[config.mk]
export PLATFORM = sky130hd
export DESIGN_NAME = zol_ctrl
export DESIGN_NICKNAME = d
export VERILOG_FILES = /design/src/rtl/zol_pkg.sv /design/src/rtl/zol_match.sv /design/src/rtl/zol_depth_fsm.sv /design/src/rtl/zol_ctrl.sv
export SDC_FILE = /design/constraint.sdc
export NUM_CORES = 1
export LEC_CHECK = 0
export ABC_AREA = 1
export BUFFER_PORTS_ARGS = -buffer_cell sky130_fd_sc_hd__buf_2
export CAP_MARGIN = 20
export CELL_PAD_IN_SITES_DETAIL_PLACEMENT = 0
export CELL_PAD_IN_SITES_GLOBAL_PLACEMENT = 1
export CORE_MARGIN = 2
export CORE_UTILIZATION = 43
export CTS_BUF_LIST = sky130_fd_sc_hd__clkbuf_4 sky130_fd_sc_hd__clkbuf_8
export CTS_CLUSTER_DIAMETER = 80
export DETAILED_ROUTE_END_ITERATION = 12
export PLACE_DENSITY = 0.78
export RECOVER_POWER = 25
export SLEW_MARGIN = 20
export SYNTH_ARGS = -nofsm -noshare
export SYNTH_HDL_FRONTEND = slang
export SYNTH_SLANG_ARGS = --single-unit
[constraint.sdc]
create_clock -name clk -period 3 [get_ports clk]
set_input_delay 0.45 -clock clk [delete_from_list [all_inputs] [get_ports clk]]
set_output_delay 0.45 -clock clk [all_outputs]
set_load 0.05 [all_outputs]
[src/rtl/zol_pkg.sv]
package zol_pkg;
    typedef enum logic [1:0] {
        CFG_TRIG = 2'd0,
        CFG_TGT  = 2'd1,
        CFG_CNT  = 2'd2,
        CFG_ARM  = 2'd3
    } cfg_op_e;

    typedef enum logic [1:0] {
        ST_EMPTY   = 2'd0,
        ST_PARTIAL = 2'd1,
        ST_FULL    = 2'd2
    } occ_e;
endpackage

[src/rtl/zol_match.sv]
module zol_match #(
    parameter int ADDR_W = 16,
    parameter int CNT_W  = 8,
    parameter int SLOTS  = 4,
    parameter int IDX_W  = 3,
    parameter int SEL_W  = 2
) (
    input  logic              fetch_valid,
    input  logic [ADDR_W-1:0] fetch_pc,
    input  logic [IDX_W-1:0]  depth,
    input  logic [ADDR_W-1:0] trig [SLOTS],
    input  logic [CNT_W-1:0]  left [SLOTS],
    output logic              hit,
    output logic [SEL_W-1:0]  hit_idx,
    output logic [SLOTS-1:0]  expire,
    output logic              clear_all
);
    // Scan from innermost to outermost; exhausted loops fall through to the next one.
    always_comb begin
        hit     = 1'b0;
        hit_idx = '0;
        expire  = '0;
        for (int i = SLOTS - 1; i >= 0; i--) begin
            if (!hit && fetch_valid && (IDX_W'(i) < depth) && (fetch_pc == trig[i])) begin
                if (left[i] > CNT_W'(1)) begin
                    hit     = 1'b1;
                    hit_idx = SEL_W'(i);
                end else begin
                    expire[i] = 1'b1;
                end
            end
        end
    end

    assign clear_all = expire[0];
endmodule

[src/rtl/zol_depth_fsm.sv]
module zol_depth_fsm import zol_pkg::*; #(
    parameter int SLOTS = 4,
    parameter int IDX_W = 3
) (
    input  logic             clk,
    input  logic             rst_n,
    input  logic             arm_req,
    input  logic             clear_all,
    output logic             arm_accept,
    output logic [IDX_W-1:0] depth,
    output logic             busy,
    output logic             full,
    output logic             overflow
);
    occ_e             state_q, state_n;
    logic [IDX_W-1:0] depth_n;

    assign arm_accept = arm_req && (clear_all || (depth != IDX_W'(SLOTS)));

    always_comb begin
        depth_n = clear_all ? '0 : depth;
        if (arm_accept) depth_n = depth_n + IDX_W'(1);
    end

    always_comb begin
        state_n = state_q;
        unique case (state_q)
            ST_EMPTY:   if (arm_accept)
                            state_n = (depth_n == IDX_W'(SLOTS)) ? ST_FULL : ST_PARTIAL;
            ST_PARTIAL: if (depth_n == '0)              state_n = ST_EMPTY;
                        else if (depth_n == IDX_W'(SLOTS)) state_n = ST_FULL;
            ST_FULL:    if (clear_all)
                            state_n = arm_accept ? ST_PARTIAL : ST_EMPTY;
            default:    state_n = ST_EMPTY;
        endcase
    end

    always_ff @(posedge clk or negedge rst_n) begin
        if (!rst_n) begin
            state_q  <= ST_EMPTY;
            depth    <= '0;
            overflow <= 1'b0;
        end else begin
            state_q  <= state_n;
            depth    <= depth_n;
            overflow <= overflow | (arm_req & ~arm_accept);
        end
    end

    always_comb begin
        unique case (state_q)
            ST_EMPTY:   begin busy = 1'b0; full = 1'b0; end
            ST_PARTIAL: begin busy = 1'b1; full = 1'b0; end
            ST_FULL:    begin busy = 1'b1; full = 1'b1; end
            default:    begin busy = 1'b0; full = 1'b0; end
        endcase
    end
endmodule

[src/rtl/zol_ctrl.sv]
module zol_ctrl import zol_pkg::*; #(
    parameter int ADDR_W = 16,
    parameter int CNT_W  = 8,
    parameter int SLOTS  = 4
) (
    input  logic              clk,
    input  logic              rst_n,
    input  logic              cfg_valid,
    input  logic [1:0]        cfg_op,
    input  logic [ADDR_W-1:0] cfg_data,
    input  logic              fetch_valid,
    input  logic [ADDR_W-1:0] fetch_pc,
    output logic              redirect,
    output logic [ADDR_W-1:0] redirect_pc,
    output logic              loop_busy,
    output logic              loop_full,
    output logic              arm_overflow
);
    localparam int IDX_W = $clog2(SLOTS + 1);
    localparam int SEL_W = (SLOTS > 1) ? $clog2(SLOTS) : 1;

    logic [ADDR_W-1:0] stg_trig, stg_tgt;
    logic [CNT_W-1:0]  stg_cnt;
    logic [ADDR_W-1:0] trig_q [SLOTS];
    logic [ADDR_W-1:0] tgt_q  [SLOTS];
    logic [CNT_W-1:0]  init_q [SLOTS];
    logic [CNT_W-1:0]  left_q [SLOTS];

    logic [IDX_W-1:0]  depth, push_slot;
    logic [SEL_W-1:0]  hit_idx;
    logic [SLOTS-1:0]  expire;
    logic              hit, clear_all, arm_req, arm_accept;
    logic [CNT_W-1:0]  stg_passes;

    assign arm_req    = cfg_valid && (cfg_op_e'(cfg_op) == CFG_ARM);
    assign push_slot  = clear_all ? '0 : depth;
    assign stg_passes = (stg_cnt == '0) ? CNT_W'(1) : stg_cnt;

    always_ff @(posedge clk or negedge rst_n) begin
        if (!rst_n) begin
            stg_trig <= '0;
            stg_tgt  <= '0;
            stg_cnt  <= '0;
        end else if (cfg_valid) begin
            unique case (cfg_op_e'(cfg_op))
                CFG_TRIG: stg_trig <= cfg_data;
                CFG_TGT:  stg_tgt  <= cfg_data;
                CFG_CNT:  stg_cnt  <= cfg_data[CNT_W-1:0];
                CFG_ARM:  ;
                default:  ;
            endcase
        end
    end

    for (genvar s = 0; s < SLOTS; s++) begin : g_slot
        always_ff @(posedge clk or negedge rst_n) begin
            if (!rst_n) begin
                trig_q[s] <= '0;
                tgt_q[s]  <= '0;
                init_q[s] <= '0;
                left_q[s] <= '0;
            end else if (arm_accept && (push_slot == IDX_W'(s))) begin
                trig_q[s] <= stg_trig;
                tgt_q[s]  <= stg_tgt;
                init_q[s] <= stg_passes;
                left_q[s] <= stg_passes;
            end else if (hit && (IDX_W'(hit_idx) == IDX_W'(s))) begin
                left_q[s] <= left_q[s] - CNT_W'(1);
            end else if (hit && (IDX_W'(s) > IDX_W'(hit_idx))) begin
                left_q[s] <= init_q[s];
            end else if (expire[s]) begin
                left_q[s] <= '0;
            end
        end
    end

    zol_match #(
        .ADDR_W(ADDR_W), .CNT_W(CNT_W), .SLOTS(SLOTS), .IDX_W(IDX_W), .SEL_W(SEL_W)
    ) i_match (
        .fetch_valid(fetch_valid),
        .fetch_pc   (fetch_pc),
        .depth      (depth),
        .trig       (trig_q),
        .left       (left_q),
        .hit        (hit),
        .hit_idx    (hit_idx),
        .expire     (expire),
        .clear_all  (clear_all)
    );

    zol_depth_fsm #(.SLOTS(SLOTS), .IDX_W(IDX_W)) i_fsm (
        .clk       (clk),
        .rst_n     (rst_n),
        .arm_req   (arm_req),
        .clear_all (clear_all),
        .arm_accept(arm_accept),
        .depth     (depth),
        .busy      (loop_busy),
        .full      (loop_full),
        .overflow  (arm_overflow)
    );

    assign redirect    = hit;
    assign redirect_pc = hit ? tgt_q[hit_idx] : '0;
endmodule

==> flow_results.xml, run 1 <==
<?xml version="1.0" encoding="UTF-8"?>
<metrics>
  <group name="logic_synthesis">
    <metric name="synth_largest_area_cell" unit="">sky130_fd_sc_hd__dfrtp_1</metric>
    <metric name="fraction_of_the_yosys_area_taken_by_sequential_cells" unit="">0.479</metric>
    <metric name="netlist_top_cells_count" unit="">497 x sky130_fd_sc_hd__nand2_1, 230 x sky130_fd_sc_hd__dfrtp_1, 187 x sky130_fd_sc_hd__o21ai_0, 169 x sky130_fd_sc_hd__inv_1, 81 x sky130_fd_sc_hd__nor2_1</metric>
    <metric name="most_frequently_used_flop_master_after_synthesis" unit="">sky130_fd_sc_hd__dfrtp_1</metric>
    <metric name="syn_area_per_cell" unit="µm²">7.79</metric>
    <metric name="most_frequently_used_cell_type_in_the_post_synthesis_netlist" unit="">sky130_fd_sc_hd__nand2_1</metric>
    <metric name="synthDominantCellAreaShare" unit="">0.479</metric>
    <metric name="synth.cell_area" unit="µm²">12000</metric>
    <metric name="netlist_top_cells_area" unit="">sky130_fd_sc_hd__dfrtp_1 48%, sky130_fd_sc_hd__nand2_1 16%, sky130_fd_sc_hd__o21ai_0 7.8%</metric>
    <metric name="postSynthRegisterBits" unit="">230</metric>
    <metric name="synth_warnings" unit="">0</metric>
    <metric name="synth.net_count" unit="">1597</metric>
    <metric name="ys_async_sr_fraction" unit="">1.00</metric>
    <metric name="post_synth_inst_count" unit="">1542</metric>
    <metric name="post_synth_num_cell_types" unit="">51</metric>
    <metric name="edff_count_synth" unit="">0</metric>
  </group>
  <group name="drt">
    <metric name="drt-met1-wl" unit="µm">17500</metric>
    <metric name="detailedRoute.firstIterationViolations" unit="">795</metric>
    <metric name="detailroute.via_count" unit="">11000</metric>
    <metric name="firstDrtPassIters" unit="">8</metric>
    <metric name="met2_layer_wire_length_in_the_routed_design" unit="µm">17600</metric>
    <metric name="drt.antenna.violating_nets" unit="">0</metric>
    <metric name="vias_per_cell" unit="">5.11</metric>
    <metric name="met3_length" unit="µm">2370</metric>
    <metric name="detail_route.drc_violations" unit="">0</metric>
    <metric name="total_wirelength" unit="µm">38200</metric>
    <metric name="dr.max_layer_used" unit="">met4</metric>
    <metric name="avgRoutedWirePerCell" unit="µm">17.8</metric>
  </group>
  <group name="die">
    <metric name="number_of_placed_i_o_pins" unit="">58</metric>
    <metric name="full_die_area" unit="µm²">29300</metric>
    <metric name="rows" unit="">61</metric>
    <metric name="chipHeight" unit="µm">171</metric>
    <metric name="die_width" unit="µm">171</metric>
    <metric name="core_area" unit="µm²">27600</metric>
    <metric name="starting_density_of_the_core" unit="">0.435</metric>
  </group>
  <group name="critical_path">
    <metric name="cpPeakStageDelay" unit="ns">0.40</metric>
    <metric name="crit_path_cell_count" unit="">17</metric>
    <metric name="worstSetupStartpoint" unit="">trig_q[27]</metric>
    <metric name="critical_path.slowest_cell" unit="">sky130_fd_sc_hd__dfrtp_1</metric>
    <metric name="startpoint_type" unit="">flop</metric>
    <metric name="critical_path_buf_inv_count" unit="">3</metric>
    <metric name="rr_startpoint" unit="">trig_q[61]</metric>
    <metric name="worst-endpoint-required" unit="ns">2.55</metric>
    <metric name="setup.worst_path.class" unit="">reg -&gt; out</metric>
    <metric name="critical_path.max_fanout" unit="">9</metric>
    <metric name="timing.critical_path.arrival" unit="ns">2.85</metric>
    <metric name="critPathTopFamily" unit="">simple AND/OR/NAND/NOR gates</metric>
    <metric name="worstSetupEndpointType" unit="">output port</metric>
    <metric name="ff2ff_path_depth" unit="">19</metric>
    <metric name="timing.critical_path.cells" unit="">nand2_1 -&gt; o21ai_1 -&gt; nor2_2 -&gt; nand3_2 -&gt; nor2_4 -&gt; nand3_4 -&gt; nand2_4 -&gt; nor2_4 -&gt; nand2_2 -&gt; nand2_2 -&gt; nor2_4 -&gt; buf_12 -&gt; nand2_1 -&gt; nand4_1 -&gt; nand2_1 -&gt; clkinvlp_4 -&gt; buf_6</metric>
  </group>
  <group name="cells_and_area">
    <metric name="design.final.nets" unit="">1797</metric>
    <metric name="fin_util" unit="">0.558</metric>
    <metric name="areaGrowthSynthToFinish" unit="%">28.3</metric>
    <metric name="ant_cells" unit="">0</metric>
    <metric name="drive_above_1_share" unit="">0.247</metric>
    <metric name="fin_area" unit="µm²">15400</metric>
  </group>
  <group name="timing">
    <metric name="period_share" unit="">1.10</metric>
    <metric name="worst_slew_pin_slew" unit="ns">2.24</metric>
    <metric name="skew" unit="ns">0.0229</metric>
    <metric name="final.hold.worst_slack" unit="ns">0.203</metric>
    <metric name="fin_ws" unit="ns">-0.295</metric>
    <metric name="final-max-slew-violation-count" unit="">81</metric>
    <metric name="period_needed" unit="ns">3.30</metric>
    <metric name="unrepaired_setup_endpoints_after_global_routing" unit="">true</metric>
    <metric name="fmax" unit="MHz">303</metric>
    <metric name="max-slew-margin-rel" unit="">-0.497</metric>
    <metric name="finalHoldViolCount" unit="">0</metric>
    <metric name="finalSetupViolations" unit="">17</metric>
  </group>
  <group name="power">
    <metric name="ir_drop" unit="mV">0.452</metric>
    <metric name="fin_total_pwr" unit="mW">13.7</metric>
    <metric name="power_density" unit="nW/µm²">888</metric>
    <metric name="power.static_leakage" unit="nW">7.64</metric>
  </group>
  <group name="cts">
    <metric name="cts_tree" unit="">yes</metric>
    <metric name="clkTransAtPathRegs" unit="ns">0.06</metric>
    <metric name="cts-root-buf" unit="">sky130_fd_sc_hd__clkbuf_8</metric>
    <metric name="worstSkewPairLatency" unit="ns">0.56</metric>
    <metric name="cts_made_buffers" unit="">43</metric>
    <metric name="h_tree_depth" unit="">2</metric>
    <metric name="cts.sink_count" unit="">230</metric>
    <metric name="clock_path_buffers" unit="">3</metric>
  </group>
  <group name="status">
    <metric name="outcome" unit="">finished, violations left</metric>
    <metric name="failing_checks" unit="">max-capacitance violations, max-slew violations, negative setup slack</metric>
  </group>
  <group name="global_routing">
    <metric name="global_route_wire_length_before_repair" unit="µm">59600</metric>
    <metric name="first_global_vias" unit="">10700</metric>
    <metric name="antenna_found_initial" unit="">0</metric>
    <metric name="grt_start_max_net_pins" unit="">84</metric>
    <metric name="globalRouteOverflowTotal" unit="">0</metric>
    <metric name="grtUsageTotal" unit="">0.266</metric>
  </group>
  <group name="placement">
    <metric name="place.port_buffers" unit="">57</metric>
    <metric name="place_area" unit="µm²">13500</metric>
    <metric name="detailed_place_hpwl" unit="µm">26400</metric>
    <metric name="globalplace.congestion" unit="">0.955</metric>
  </group>
  <group name="worst_hold_path">
    <metric name="timing.hold.worst.class" unit="">in -&gt; reg</metric>
    <metric name="hold_start" unit="">cfg_data[9]</metric>
    <metric name="hold_path_depth" unit="">3</metric>
  </group>
  <group name="run">
    <metric name="maxCapViolCount" unit="">1</metric>
  </group>
</metrics>
-- cell usage in the layout, fill, tap and decap left out, drive strengths merged, types with 3 or more instances in the layout --
cell type,n
o22ai,11
xnor2,21
nor2,87
o21bai,3
dfrtp,230
ha,17
nand4,43
nand2,514
or2,11
clkinvlp,10
clkbuf,70
nor4,11
xor2,23
a21oi,7
clkinv,4
inv,174
buf,198
nand3,84
o21ai,209
o221ai,5
nor3,20
-- state kept, by name, indices dropped and copies added (netlist names) --
register        cells
i_fsm.depth         3
i_fsm.overflow      1
i_fsm.state_q       2
init_q             24
left_q             32
stg_cnt             8
stg_tgt            16
stg_trig           16
tgt_q              64
trig_q             64
-- kinds of logic (layout without fill, tap and decap cells) --
kind of cell | after synthesis | count (layout) | synth area share
XOR/XNOR | 44 | 44 | 0.0327
flip-flops | 230 | 230 | 0.479
adder cells (fa/ha/maj) | 17 | 17 | 0.0177
AND/OR/NAND/NOR | 775 | 778 | 0.285
AO/OA/AOI/OAI | 242 | 242 | 0.108
buffers and inverters | 234 | 459 | 0.0777
-- metrics by stage --
stage	setup TNS (ns)	instances	setup WS (ns)
floorplan	0	1542	0.0624
global placement	-1.68	2034	-0.123
detailed placement	-1.50	2034	-0.0971
CTS	-3.86	2133	-0.283
global route	-6.58	2148	-0.412
finish	-4.43	2148	-0.295
-- routing by layer --
layer	vias to the layer above	GRT usage
li1	5360	-
met1	5247	0.370
met2	305	0.427
met3	59	0.0493
met4	0	0.0693
met5	-	0.00174
-- where the power goes --
| part | switching (mW) | total, mW | internal, mW |
|---|---|---|---|
| logic | 2.88 | 5.00 | 2.12 |
| registers | 1.04 | 5.42 | 4.38 |
| clock network | 1.34 | 3.26 | 1.92 |
| total | 5.26 | 13.7 | 8.42 |
-- repair_timing --
item | in CTS | in global routing
resized for setup | 105 | 86
setup endpoints to repair | 19 | 150
pin swaps | 25 | 28
hold buffers | 1 | 0
hold endpoints to repair | 80 | 0
gates cloned | 3 | 1
setup buffers | 23 | 19
-- worst paths after layout --
kind,to,slack [ns]
setup / recovery,redirect_pc[13],-0.30
hold / removal,stg_trig[9],0.20
setup reg to reg,i_fsm.state_q[0],0.11
hold reg to reg,init_q[13],0.48
max in group asynchronous,i_fsm.depth[0],0.57
min in group asynchronous,trig_q[55],1.10
-- area by class of cell --
type | instances | area, µm²
clock buffers | 67 | 828
clock inverters | 6 | 87.6
fillers | 2626 | 12200
inverters | 184 | 739
multi-input cells | 1081 | 5780
flip-flops and latches | 230 | 5760
well taps | 378 | 473
repair buffers | 202 | 1750
-- worst min-delay path, cell delays in order --
cell and delay (ns):
sky130_fd_sc_hd__buf_2 0.11, sky130_fd_sc_hd__inv_1 0.07, sky130_fd_sc_hd__o21ai_0 0.08
No activity file was read; power rests on OpenSTA's default activity.
==> inputs of run 2 (changes only) <==
Settings changed: BUFFER_PORTS_ARGS -buffer_cell sky130_fd_sc_hd__buf_2 to -buffer_cell sky130_fd_sc_hd__buf_4, GPL_TIMING_DRIVEN set to 0, PLACE_DENSITY 0.78 to 0.8.
==> flow_results.xml, run 2 (synthesis results as in run 1) <==
<?xml version="1.0" encoding="UTF-8"?>
<metrics>
  <group name="timing">
    <metric name="max-slew-margin-rel" unit="">-0.0927</metric>
    <metric name="unrepaired_setup_endpoints_after_global_routing" unit="">true</metric>
    <metric name="skew" unit="ns">0.0164</metric>
    <metric name="period_needed" unit="ns">3.51</metric>
    <metric name="period_share" unit="">1.17</metric>
    <metric name="setup_total_negative_slack" unit="ns">-32.67</metric>
    <metric name="final-max-slew-violation-count" unit="">59</metric>
    <metric name="finalSetupViolations" unit="">203</metric>
    <metric name="worst_slew_pin_slew" unit="ns">1.64</metric>
    <metric name="finalHoldViolCount" unit="">0</metric>
    <metric name="final.hold.worst_slack" unit="ns">0.192</metric>
    <metric name="fmax" unit="MHz">285</metric>
    <metric name="fin_ws" unit="ns">-0.508</metric>
  </group>
  <group name="placement">
    <metric name="globalplace.congestion" unit="">0.954</metric>
    <metric name="place_area" unit="µm²">13000</metric>
    <metric name="place.port_buffers" unit="">55</metric>
    <metric name="place_ws" unit="ns">-0.598</metric>
    <metric name="place_inst" unit="">1977</metric>
    <metric name="detailed_place_hpwl" unit="µm">27100</metric>
  </group>
  <group name="cts">
    <metric name="worstSkewPairLatency" unit="ns">0.56</metric>
    <metric name="cts.sink_count" unit="">230</metric>
    <metric name="clock_path_buffers" unit="">3</metric>
    <metric name="h_tree_depth" unit="">2</metric>
    <metric name="clkTransAtPathRegs" unit="ns">0.06</metric>
    <metric name="cts_made_buffers" unit="">41</metric>
    <metric name="cts_tree" unit="">yes</metric>
    <metric name="cts-root-buf" unit="">sky130_fd_sc_hd__clkbuf_8</metric>
  </group>
  <group name="cells_and_area">
    <metric name="areaGrowthSynthToFinish" unit="%">30.8</metric>
    <metric name="mostFrequentLayoutCells" unit="">430 x sky130_fd_sc_hd__nand2_1, 225 x sky130_fd_sc_hd__dfrtp_1, 149 x sky130_fd_sc_hd__o21ai_0</metric>
    <metric name="drive_above_1_share" unit="">0.260</metric>
    <metric name="ant_cells" unit="">0</metric>
    <metric name="fin_util" unit="">0.568</metric>
    <metric name="top_regs" unit="">tgt_q x64, trig_q x64, left_q x32</metric>
    <metric name="layout.cells.most_common" unit="">sky130_fd_sc_hd__nand2_1</metric>
    <metric name="finalNonFillerCells" unit="">2125</metric>
    <metric name="design.final.nets" unit="">1769</metric>
    <metric name="fin_area" unit="µm²">15700</metric>
    <metric name="fillerInstances" unit="">2552</metric>
  </group>
  <group name="die">
    <metric name="chipHeight" unit="µm">171</metric>
    <metric name="number_of_placed_i_o_pins" unit="">58</metric>
    <metric name="die_width" unit="µm">171</metric>
    <metric name="rows" unit="">61</metric>
    <metric name="starting_density_of_the_core" unit="">0.435</metric>
    <metric name="full_die_area" unit="µm²">29300</metric>
    <metric name="core_area" unit="µm²">27600</metric>
  </group>
  <group name="global_routing">
    <metric name="antenna_found_initial" unit="">0</metric>
    <metric name="global_route_wire_length_before_repair" unit="µm">60700</metric>
    <metric name="globalRouteOverflowTotal" unit="">0</metric>
    <metric name="first_global_vias" unit="">10800</metric>
    <metric name="grtUsageTotal" unit="">0.272</metric>
    <metric name="grt_start_max_net_pins" unit="">94</metric>
  </group>
  <group name="drt">
    <metric name="detailroute.via_count" unit="">11200</metric>
    <metric name="drt.antenna.violating_nets" unit="">0</metric>
    <metric name="avgRoutedWirePerCell" unit="µm">18.7</metric>
    <metric name="firstDrtPassIters" unit="">5</metric>
    <metric name="detail_route.drc_violations" unit="">0</metric>
    <metric name="detailedRoute.firstIterationViolations" unit="">910</metric>
    <metric name="total_wirelength" unit="µm">39800</metric>
    <metric name="vias_per_cell" unit="">5.26</metric>
  </group>
  <group name="critical_path">
    <metric name="setup.worst_path.class" unit="">reg -&gt; out</metric>
    <metric name="regToRegEndpoint" unit="">left_q[8]</metric>
    <metric name="worstSetupEndpointType" unit="">output port</metric>
    <metric name="critical_path.max_fanout" unit="">5</metric>
    <metric name="rr_startpoint" unit="">trig_q[12]</metric>
    <metric name="worst-endpoint-required" unit="ns">2.55</metric>
    <metric name="startpoint_type" unit="">flop</metric>
    <metric name="ff2ff_path_depth" unit="">20</metric>
    <metric name="timing.critical_path.arrival" unit="ns">3.06</metric>
    <metric name="r2r_setup_slack" unit="ns">-0.26</metric>
  </group>
  <group name="status">
    <metric name="failing_checks" unit="">max-capacitance violations, max-slew violations, negative setup slack</metric>
    <metric name="outcome" unit="">finished, violations left</metric>
  </group>
  <group name="run">
    <metric name="maxCapViolCount" unit="">1</metric>
  </group>
  <group name="worst_hold_path">
    <metric name="worst_hold_path.endpoint" unit="">stg_tgt[15]</metric>
    <metric name="timing.hold.worst.class" unit="">in -&gt; reg</metric>
    <metric name="hold_path_depth" unit="">3</metric>
    <metric name="hold_start" unit="">cfg_data[15]</metric>
  </group>
  <group name="power">
    <metric name="power_density" unit="nW/µm²">867</metric>
    <metric name="ir_drop" unit="mV">0.383</metric>
    <metric name="fin_total_pwr" unit="mW">13.6</metric>
    <metric name="power.static_leakage" unit="nW">7.69</metric>
  </group>
</metrics>
-- run 2: cell count changes in the layout (fill, tap and decap cells not counted), moves of 17 or more --
cell / previous run / this run
sky130_fd_sc_hd__o21ai_0: 184 / 149
sky130_fd_sc_hd__o21ai_2: 1 / 18
sky130_fd_sc_hd__nand2_1: 452 / 430
sky130_fd_sc_hd__o21ai_1: 24 / 42
sky130_fd_sc_hd__buf_6: 14 / 33
sky130_fd_sc_hd__buf_4: 121 / 83
sky130_fd_sc_hd__buf_2: 38 / 5
-- run 2: power by group --
| group | switching (mW) | internal [mW] | leakage (nW) |
|---|---|---|---|
| Combinational | 2.85 | 2.09 | 4.26 |
| Sequential | 1.07 | 4.39 | 2.94 |
| Clock | 1.38 | 1.85 | 0.489 |
| Total | 5.30 | 8.32 | 7.69 |
-- run 2: final cells by class --
type | instances | area [µm²] | share of cell area
flip-flops and latches | 230 | 5760 | 0.367
inverters | 184 | 742 | 0.0473
multi-input cells | 1079 | 5950 | 0.379
clock inverters | 10 | 88.8 | 0.00566
clock buffers | 66 | 827 | 0.0527
well taps | 378 | 473 | 0.0301
repair buffers | 129 | 1370 | 0.0869
plain buffers | 49 | 490 | 0.0312
-- run 2: routing by layer --
layer  wire [µm]  GRT usage
met3        2630     0.0465
met5          45          0
met2       18400      0.426
met1       17500      0.380
met4        1240      0.101
-- run 2: worst max-delay path, cell delays in order, from the launching register on --
cell                         delay [ns]
sky130_fd_sc_hd__dfrtp_1           0.41
sky130_fd_sc_hd__xor2_2            0.20
sky130_fd_sc_hd__nor2_1            0.15
sky130_fd_sc_hd__nand2_1           0.10
sky130_fd_sc_hd__nor2_4            0.14
sky130_fd_sc_hd__nand4_4           0.18
sky130_fd_sc_hd__buf_6             0.19
sky130_fd_sc_hd__o211ai_4          0.09
sky130_fd_sc_hd__clkinvlp_4        0.26
sky130_fd_sc_hd__buf_8             0.21
sky130_fd_sc_hd__nand2_1           0.05
sky130_fd_sc_hd__nand4_1           0.16
sky130_fd_sc_hd__nand2_4           0.13
sky130_fd_sc_hd__clkinvlp_4        0.09
sky130_fd_sc_hd__buf_8             0.15
-- run 2: how the worst max path moves through the flow --
stage	from	endpoint	slack (ns)	cells past startpoint
floorplan	left_q[16]	redirect_pc[10]	0.06	13
global placement	fetch_pc[0]	redirect_pc[12]	-0.61	19
detailed placement	fetch_pc[0]	redirect_pc[12]	-0.60	19
CTS	left_q[0]	redirect_pc[12]	-0.53	18
global route	trig_q[13]	redirect_pc[6]	-0.59	16
finish	trig_q[12]	redirect_pc[6]	-0.51	14
-- run 2: repair_timing --
action	4_1_cts	5_1_grt
pin swaps	30	55
hold endpoints to repair	58	0
buffers inserted	35	29
gates resized for setup	137	242
hold buffers	1	0
gates cloned	3	6
endpoints found under the setup margin	204	204
